### src/rtl/burst_pkg.sv
// Shared field codes, field widths and the training-code table for the
// normal burst assembler. Assumes a 26-bit code and a 3-bit select.
package burst_pkg;
    localparam int TAIL_W = 3;
    localparam int PAY_W  = 57;
    localparam int TRN_W  = 26;
    localparam int SEL_W  = 3;

    typedef enum logic [2:0] {
        FLD_GUARD = 3'd0,
        FLD_TAIL  = 3'd1,
        FLD_DATA  = 3'd2,
        FLD_FLAG  = 3'd3,
        FLD_TRAIN = 3'd4
    } field_e;

    // Return the training code for a select value
    function automatic logic [TRN_W-1:0] train_code(input logic [SEL_W-1:0] sel);
        case (sel)
            3'd0:    train_code = 26'h0970897;
            3'd1:    train_code = 26'h0B778B7;
            3'd2:    train_code = 26'h10EE90E;
            3'd3:    train_code = 26'h11ED11E;
            3'd4:    train_code = 26'h06B906B;
            3'd5:    train_code = 26'h13AC13A;
            3'd6:    train_code = 26'h29F629F;
            default: train_code = 26'h3BC4BBC;
        endcase
    endfunction
endpackage

### src/rtl/burst_layout.sv
// Maps a burst position to its field code and bit value.
// Purely combinational; assumes captured operands are stable while busy.
module burst_layout
    import burst_pkg::*;
#(
    parameter int POS_W = 8
) (
    input  logic [POS_W-1:0] pos,
    input  logic [PAY_W-1:0] pay_a,
    input  logic [PAY_W-1:0] pay_b,
    input  logic             flg_a,
    input  logic             flg_b,
    input  logic [TRN_W-1:0] trn,
    output field_e           fld,
    output logic             bit_val
);
    localparam int P_D1 = TAIL_W;
    localparam int P_F1 = P_D1 + PAY_W;
    localparam int P_TR = P_F1 + 1;
    localparam int P_F2 = P_TR + TRN_W;
    localparam int P_D2 = P_F2 + 1;
    localparam int P_T2 = P_D2 + PAY_W;
    localparam int P_G  = P_T2 + TAIL_W;

    logic [PAY_W-1:0] sh_a, sh_b;
    logic [TRN_W-1:0] sh_t;
    int               p;

    // Decode the field of the current position and select its bit
    always_comb begin
        p       = int'(pos);
        sh_a    = pay_a << (p - P_D1);
        sh_b    = pay_b << (p - P_D2);
        sh_t    = trn   << (p - P_TR);
        fld     = FLD_GUARD;
        bit_val = 1'b0;
        if (p < P_D1) begin
            fld = FLD_TAIL;
        end else if (p < P_F1) begin
            fld     = FLD_DATA;
            bit_val = sh_a[PAY_W-1];
        end else if (p == P_F1) begin
            fld     = FLD_FLAG;
            bit_val = flg_a;
        end else if (p < P_F2) begin
            fld     = FLD_TRAIN;
            bit_val = sh_t[TRN_W-1];
        end else if (p == P_F2) begin
            fld     = FLD_FLAG;
            bit_val = flg_b;
        end else if (p < P_T2) begin
            fld     = FLD_DATA;
            bit_val = sh_b[PAY_W-1];
        end else if (p < P_G) begin
            fld = FLD_TAIL;
        end
    end
endmodule

### src/rtl/guard_sched.sv
// Counts bursts and gives the final position of the current burst,
// lengthening the guard by one bit once every LONG_EVERY bursts.
// Assumes advance pulses once per finished burst.
module guard_sched #(
    parameter int POS_W      = 8,
    parameter int ACTIVE     = 148,
    parameter int GUARD_BASE = 8,
    parameter int LONG_EVERY = 4
) (
    input  logic             clk,
    input  logic             rst_n,
    input  logic             advance,
    output logic [POS_W-1:0] last_pos
);
    localparam int SHORT_LAST = ACTIVE + GUARD_BASE - 1;

    logic long_slot;

    generate
        if (LONG_EVERY >= 2) begin : g_cnt
            localparam int CW = $clog2(LONG_EVERY);
            logic [CW-1:0] cnt;

            // Step the slot counter at the end of each burst, wrapping
            always_ff @(posedge clk) begin
                if (!rst_n)
                    cnt <= '0;
                else if (advance)
                    cnt <= (int'(cnt) == LONG_EVERY - 1) ? '0 : cnt + 1'b1;
            end
            assign long_slot = (int'(cnt) == LONG_EVERY - 1);
        end else begin : g_none
            assign long_slot = 1'b0;
        end
    endgenerate

    assign last_pos = long_slot ? POS_W'(SHORT_LAST + 1) : POS_W'(SHORT_LAST);
endmodule

### src/rtl/burst_assembler.sv
// Normal burst assembler: captures payload, flags and training select on
// start, then emits one bit per strobe with a field code, and pulses done
// after the guard span. Synchronous active-low reset.
module burst_assembler
    import burst_pkg::*;
#(
    parameter int GUARD_BASE = 8,
    parameter int LONG_EVERY = 4
) (
    input  logic             clk,
    input  logic             rst_n,
    input  logic             start,
    input  logic             bit_strobe,
    input  logic [SEL_W-1:0] train_sel,
    input  logic [PAY_W-1:0] payload_a,
    input  logic [PAY_W-1:0] payload_b,
    input  logic             steal_a,
    input  logic             steal_b,
    output logic             bit_out,
    output logic             bit_valid,
    output logic [2:0]       field,
    output logic             busy,
    output logic             done
);
    localparam int ACTIVE = 2 * TAIL_W + 2 * PAY_W + 2 + TRN_W;
    localparam int POS_W  = $clog2(ACTIVE + GUARD_BASE + 2);

    logic [POS_W-1:0] pos, last_pos;
    logic [PAY_W-1:0] cap_a, cap_b;
    logic [TRN_W-1:0] cap_t;
    logic             cap_fa, cap_fb, fin, cur_bit;
    field_e           cur_fld;

    burst_layout #(.POS_W(POS_W)) u_layout (
        .pos(pos), .pay_a(cap_a), .pay_b(cap_b), .flg_a(cap_fa),
        .flg_b(cap_fb), .trn(cap_t), .fld(cur_fld), .bit_val(cur_bit)
    );

    guard_sched #(
        .POS_W(POS_W), .ACTIVE(ACTIVE),
        .GUARD_BASE(GUARD_BASE), .LONG_EVERY(LONG_EVERY)
    ) u_sched (
        .clk(clk), .rst_n(rst_n), .advance(busy & fin), .last_pos(last_pos)
    );

    // Burst control: capture, per-strobe emission and completion
    always_ff @(posedge clk) begin
        if (!rst_n) begin
            busy      <= 1'b0;
            fin       <= 1'b0;
            pos       <= '0;
            cap_a     <= '0;
            cap_b     <= '0;
            cap_t     <= '0;
            cap_fa    <= 1'b0;
            cap_fb    <= 1'b0;
            bit_out   <= 1'b0;
            bit_valid <= 1'b0;
            field     <= FLD_GUARD;
            done      <= 1'b0;
        end else begin
            bit_valid <= 1'b0;
            done      <= 1'b0;
            if (!busy) begin
                if (start) begin
                    busy   <= 1'b1;
                    pos    <= '0;
                    cap_a  <= payload_a;
                    cap_b  <= payload_b;
                    cap_t  <= train_code(train_sel);
                    cap_fa <= steal_a;
                    cap_fb <= steal_b;
                end
            end else if (fin) begin
                fin  <= 1'b0;
                busy <= 1'b0;
                done <= 1'b1;
            end else if (bit_strobe) begin
                bit_out   <= cur_bit;
                field     <= cur_fld;
                bit_valid <= 1'b1;
                if (pos == last_pos)
                    fin <= 1'b1;
                else
                    pos <= pos + 1'b1;
            end
        end
    end
endmodule

### config.mk
export PLATFORM = sky130hd
export DESIGN_NAME = burst_assembler
export DESIGN_NICKNAME = d
export VERILOG_FILES = /design/src/rtl/burst_pkg.sv /design/src/rtl/burst_layout.sv /design/src/rtl/guard_sched.sv /design/src/rtl/burst_assembler.sv
export SDC_FILE = /design/constraint.sdc
export NUM_CORES = 1
export LEC_CHECK = 0
export BUFFER_PORTS_ARGS = -buffer_cell sky130_fd_sc_hd__buf_2
export CAP_MARGIN = 20
export CORE_MARGIN = 2
export CORE_UTILIZATION = 51
export CTS_CLUSTER_DIAMETER = 60
export CTS_CLUSTER_SIZE = 24
export DETAILED_ROUTE_END_ITERATION = 8
export GPL_ROUTABILITY_DRIVEN = 1
export MAX_ROUTING_LAYER = met4
export PLACE_DENSITY = 0.89
export SETUP_SLACK_MARGIN = 0.3
export SYNTH_ARGS = -nofsm -noshare
export SYNTH_HDL_FRONTEND = slang
export SYNTH_SLANG_ARGS = --single-unit
### constraint.sdc
create_clock -name clk -period 2.9 [get_ports clk]
set_clock_uncertainty 0.1 [all_clocks]
set_input_delay 0 -clock clk [delete_from_list [all_inputs] [get_ports clk]]
set_output_delay 0 -clock clk [all_outputs]
set_load 0.005 [all_outputs]
=== Yosys cells after proc, flatten, opt, wreduce, memory -nomap -nowiden ===
Cells that the tools add are included.
Widths: inputs -> output; s select.

* Register bits after elaboration: 160
* Bits of input ports: 123
* Output and inout port bits: 7
* Word-level logic and storage cells: 79

* Add/sub/neg operators: 5
* Magnitude comparators: 5
* Equality and inequality tests: 13
* Shifts and indexed selects: 3
* Multiplexer cells: 29
* Bitwise gates (word level): 4
* Reduce and logical (&&, ||, !) cells: 7

{| class="wikitable"
|+ Operator list
! operator !! count
|-
| $pmux 26 s7 || 1
|-
| $shl 57x32->57 || 2
|-
| $mux 8 || 5
|-
| $shl 26x32->26 || 1
|-
| $mux 3 || 7
|-
| $lt 8x8->1 const B || 2
|-
| $mux 1 || 15
|-
| $eq 3x3->1 const B || 3
|-
| $sub 8x2->9 const B || 1
|-
| $sub 8x6->9 const B || 1
|-
| $sub 8x7->9 const B || 1
|-
| $add 8x1->8 const B || 1
|-
| $eq 8x7->1 const B || 1
|-
| $eq 8x8->1 || 1
|-
| $eq 8x8->1 const B || 1
|-
| $lt 8x2->1 const B || 1
|-
| $lt 8x6->1 const B || 1
|-
| $lt 8x7->1 const B || 1
|-
| $eq 3x2->1 const B || 2
|-
| $ne 2x2->1 const B || 3
|-
| $reduce_and 2->1 || 2
|-
| $reduce_and 4->1 || 1
|-
| $eq 3x1->1 const B || 1
|-
| $logic_not 3->1 || 1
|-
| other kinds (8) || 10
|}

=== Logic depth before layout (Yosys ltp) ===
* Depth after elaboration: 8
* Mapped depth: 12
* Depth with buffers taken out: 9

=== By module ===
A second synthesis with hierarchy kept.

* Cells, all modules: 865
* Area total of the unflattened synthesis: 7,567.3 um2

{| class="wikitable"
|+ By module, submodules not included
! module !! instances !! cells each !! area an instance (um2) !! sequential area each (um2)
|-
| burst_assembler || 1 || 670 || 5,684.2 || 2,942.8
|-
| burst_layout || 1 || 176 || 1,711.6 || 0.0
|-
| guard_sched || 1 || 19 || 171.4 || 40.0
|}

=== Worst setup path after synthesis ===
No wires, ideal clock.

* Path kind: register to register
* Start point: register pos[1]
* End point: register bit_out
* Setup time: 122 ps
* Arrival: 2,585 ps
* Required time: 2,678 ps
* Path slack: 93 ps
* Cell stages (with the launch flop): 13
* Buffers on the path: 4
* Clock period less this slack: 2,807 ps
* Cell sequence: dfxtp_1 -> buf_2 -> buf_2 -> inv_1 -> ha_1 -> buf_2 -> buf_2 -> mux4_2 -> mux2i_1 -> o211ai_1 -> o32ai_1 -> nor3_1 -> o311a_1

* Cells in the longest elaborated chain, start to end: 8
* Elaborated cells on any way between the ends: 18
* Classes of those cells: add/sub: 3; order compare: 4; eq/ne: 2; shift: 3; mux: 6

{| class="wikitable"
|+ RTL lines
! element !! RTL line !! source
|-
| from (decl) || burst_assembler.sv:28 || <nowiki>logic [POS_W-1:0] pos, last_pos;</nowiki>
|-
| from (signal assigned) || burst_assembler.sv:85 || <nowiki>pos <= pos + 1'b1;</nowiki>
|-
| $sub 8x7->9 || burst_layout.sv:33 || <nowiki>sh_b = pay_b << (p - P_D2);</nowiki>
|-
| $shl 57x32->57 || burst_layout.sv:33 ||
|-
| $mux 1 || burst_layout.sv:51 || <nowiki>end else if (p < P_T2) begin</nowiki>
|-
| $mux 1 || burst_layout.sv:48 || <nowiki>end else if (p == P_F2) begin</nowiki>
|-
| $mux 1 || burst_layout.sv:45 || <nowiki>end else if (p < P_F2) begin</nowiki>
|-
| $mux 1 || burst_layout.sv:42 || <nowiki>end else if (p == P_F1) begin</nowiki>
|-
| $mux 1 || burst_layout.sv:39 || <nowiki>end else if (p < P_F1) begin</nowiki>
|-
| $mux 1 (*) || burst_layout.sv:37 || <nowiki>if (p < P_D1) begin</nowiki>
|-
| to (signal assigned) || burst_assembler.sv:79 || <nowiki>bit_out <= cur_bit;</nowiki>
|-
| to (decl) || burst_assembler.sv:19 || <nowiki>output logic bit_out,</nowiki>
|}

Mark *: on every way between the ends. The rest lies on a longest branch, timed or not.
A chain may end at the register's enable or synchronous reset.

=== Worst setup path in the final report ===
* Start point: register pos[4]
* End point: register bit_out

Same word-level chain as after synthesis.

==> results.toml <==
[cts]
clk_pin_slew_ns = 0.07
clock-sinks = 149
htree_levels = 4
cts_root_buf = "clkbuf_16"
clock_path_buffers = 2
numCtsBuffers = 17
insertion_delay_ns = 0.43
cts_setup_buffers = 0
cts_tree = "done"

[final_layout]
multi_input_area_mm2 = 0.00402
nFillCells = 895
layout_common_cells = "nand2_1, dfxtp_1, buf_2"
layout-drive-gt1-share_pct = 21.5
register_area_mm2 = 0.00299
fin_nets = 1190
areaGrowthSynthToFinish_pct = 36.6
final_common_cell = "nand2_1"

[sta]
fin_crit_sh_pct = 89.3
slew_headroom_pct = 51.2
min_period_ns = 2.59
setup_viol = 0
finalSetupTns_ns = 0
layout_setup_ws_ns = 0.311
finalHoldViolCount = 0
max_freq_mhz = 386
rsz0062_at_grt = "no"
finalMaxSlewViolations = 0
worst_pin_slew_ns = 0.732

[status]
status = "completed"

[logic_synthesis]
synthTopCellsByArea = "dfxtp_1, nand2_1, a21boi_0"
synth_compound_area_share_pct = 18.8
netlist.area_leader.share_pct = 41.1
synth_ff_type = "dfxtp_1"
synth_seq_area_share_pct = 41.1
synth_async_sr_flop_share_pct = 0
muxShareOfSynthArea_pct = 11.6
yosys.area_share.adder_pct = 1.38
ys_ff_latch = 149
synth_edf_count = 0
syn_inst = 833
netlist_area_mm2 = 0.00727
synth.avg_cell_area_um2 = 8.72
synth_xor_area_share_pct = 2.26
synth_simple_gate_area_share_pct = 20.3
synth_top_family_by_area = "simple AND/OR/NAND/NOR gates"
synth_largest_area_cell = "dfxtp_1"
syn_nets = 964
yosys_warnings = 0
synth.distinct_cells = 61

[power]
power.density_mw_per_mm2 = 513
leakage_nw = 3.95
ir_drop_mv = 0.416

[critical_path]
worstPathArrival_ns = 2.81
rr_worst_depth = 7
endpoint = "bit_out"
cpLargestDelayFamily = "compound AO/OA/AOI/OAI gates"
end_kind = "register"
r2r_start = "pos[4]"
critPathLaunch = "pos[4]"
cp_slowest_cell = "or4_1"
crit_fanout = 12
critical_path_required_ns = 3.12
path_cells = "inv_2 -> ha_1 -> or4_1 -> a31oi_1 -> o21ai_0 -> a311o_1 -> o311a_1"
path_depth = 7
critPathKind = "reg -> reg"
path_buf_inv = 1
r2r-end = "bit_out"
cp_slowest_stage_delay_ns = 0.57
reg2reg_slack_ns = 0.31
start_kind = "register"

[routing]
drt_first_pass_iters = 5
avgViaCountPerCell = 5.81
finalWirelength_um = 23100
vias = 7290
drcViolationCount = 0
wire_per_inst_um = 18.4
drtIter0Drc = 696
ant_nets = 0

[grt]
antenna_found_initial = 2
grt_first_pass_wirelength_um = 36000
gr-total-overflow = 0
grt_pass1_vias = 7137
grt_max_degree = 85
groute.usage.overall_pct = 31.7

[floorplan]
design.core.area_mm2 = 0.0139
io_pins = 130
rows = 43
die_w_um = 123
fp.dieH_um = 123
start_util_pct = 52.3
die_area_mm2 = 0.0152

[placed_design]
port_buffers = 129
dp_hpwl_um = 11900
gp_congestion = 0.967
pre_cts_ws_ns = 0.296

[flow_run]
maxCapViolCount = 0

[worst_hold_path]
hold_path_class = "in -> reg"
==> area by class of cell <==
cell class / instances / area share [%]
well taps: 180 / 2.27
flip-flops and latches: 149 / 30.1
multi-input cells: 609 / 40.5
repair buffers: 272 / 20.8
clock inverters: 13 / 1.25
inverters: 10 / 0.403
diodes: 2 / 0.0504
clock buffers: 19 / 4.56
==> metrics by stage <==
stage	hold WS, ns	total power (W)	util [%]	cell area, µm²	cells
final	0.0553	0.00509	71.5	9920	1254
after global routing	0.0779	0.00525	71.5	9920	1254
after CTS	0.0466	0.00503	70.9	9840	1252
after detailed placement	0.158	0.00277	57.8	8030	1096
after global placement	0.154	0.00276	57.8	8030	1096
after floorplan	0.0449	0.00259	-	7280	833
==> worst register-to-register path, cell delays in order (launching register included) <==
cell	delay, ns
dfxtp_2	0.51
inv_2	0.16
ha_1	0.36
or4_1	0.57
a31oi_1	0.19
o21ai_0	0.14
a311o_1	0.33
o311a_1	0.13
==> Yosys cell counts (2+ instances only) <==
master / number
nand2_1: 262
xor2_1: 2
buf_6: 2
mux4_2: 23
mux2_2: 4
o31ai_1: 3
inv_2: 3
nor3_1: 15
dfxtp_1: 149
a21boi_0: 123
mux4_1: 3
xnor2_1: 13
o21ai_1: 2
inv_1: 6
o2111ai_1: 2
nand3_1: 6
buf_2: 7
nor2b_1: 11
o211a_1: 4
nand2b_1: 6
o311a_1: 2
buf_1: 7
clkbuf_1: 45
nor2_1: 16
or2_2: 2
and2_1: 5
nor4b_1: 2
a211oi_1: 3
o21ai_0: 12
o32ai_1: 2
and3_1: 3
a21oi_1: 17
o211ai_1: 2
mux2i_1: 19
nand4_1: 6
or4_1: 3
buf_8: 2
nor4_1: 3
a31oi_1: 5
buf_4: 2
xnor2_2: 2
ha_1: 8
==> cells by family (layout without fill, tap and decap cells) <==
| kind of cell | count (synthesis) | count (layout) |
|---|---|---|
| simple gates | 347 | 347 |
| xor+xnor | 17 | 17 |
| flops | 149 | 149 |
| mux | 50 | 50 |
| compound gates | 187 | 187 |
| fa+ha+maj | 8 | 8 |
| other cells | 0 | 2 |
| buf+inv | 75 | 314 |
==> routing by layer <==
layer  global-route usage (%)  vias up  routed length [µm]
met1                     35.7     3371                8730
met5                        -        -                   0
met4                     18.8        0                1500
li1                         -     3323                   -
met2                     51.8      452               11200
met3                     6.96      144                1680
==> flip-flops by register name, summed over array words and instances, names as in the netlist <==
| signal | flops |
|---|---|
| cap_t | 15 |
| cap_fa | 1 |
| field | 3 |
| u_sched.g_cnt.cnt | 2 |
| bit_out | 1 |
| busy | 1 |
| cap_b | 57 |
| bit_valid | 1 |
| cap_a | 57 |
| done | 1 |
| fin | 1 |
| cap_fb | 1 |
| pos | 8 |
==> power breakdown <==
part	switching, W	internal [W]
clock	0.000939	0.00124
combinational	0.000334	0.000349
sequential	0.0000704	0.00216
total	0.00134	0.00375
==> worst min path at each step <==
stage                             start        end  slack [ns]  depth (start not counted)
after detailed placement  payload_b[45]  cap_b[45]        0.16                          3
final                             rst_n   cap_b[9]        0.06                          2
after global placement     payload_a[2]   cap_a[2]        0.15                          3
after global routing              rst_n    bit_out        0.08                          2
after floorplan           payload_a[55]  cap_a[55]        0.04                          2
after CTS                         rst_n  cap_t[24]        0.05                          2
==> repair_timing <==
action / CTS / global route
hold endpoints to repair: 133 / 0
hold buffers: 124 / 0
cloned: 0 / 0
setup endpoints to repair: 1 / 1
gates resized for setup: 1 / 13
(Power assumes the default switching activity.)
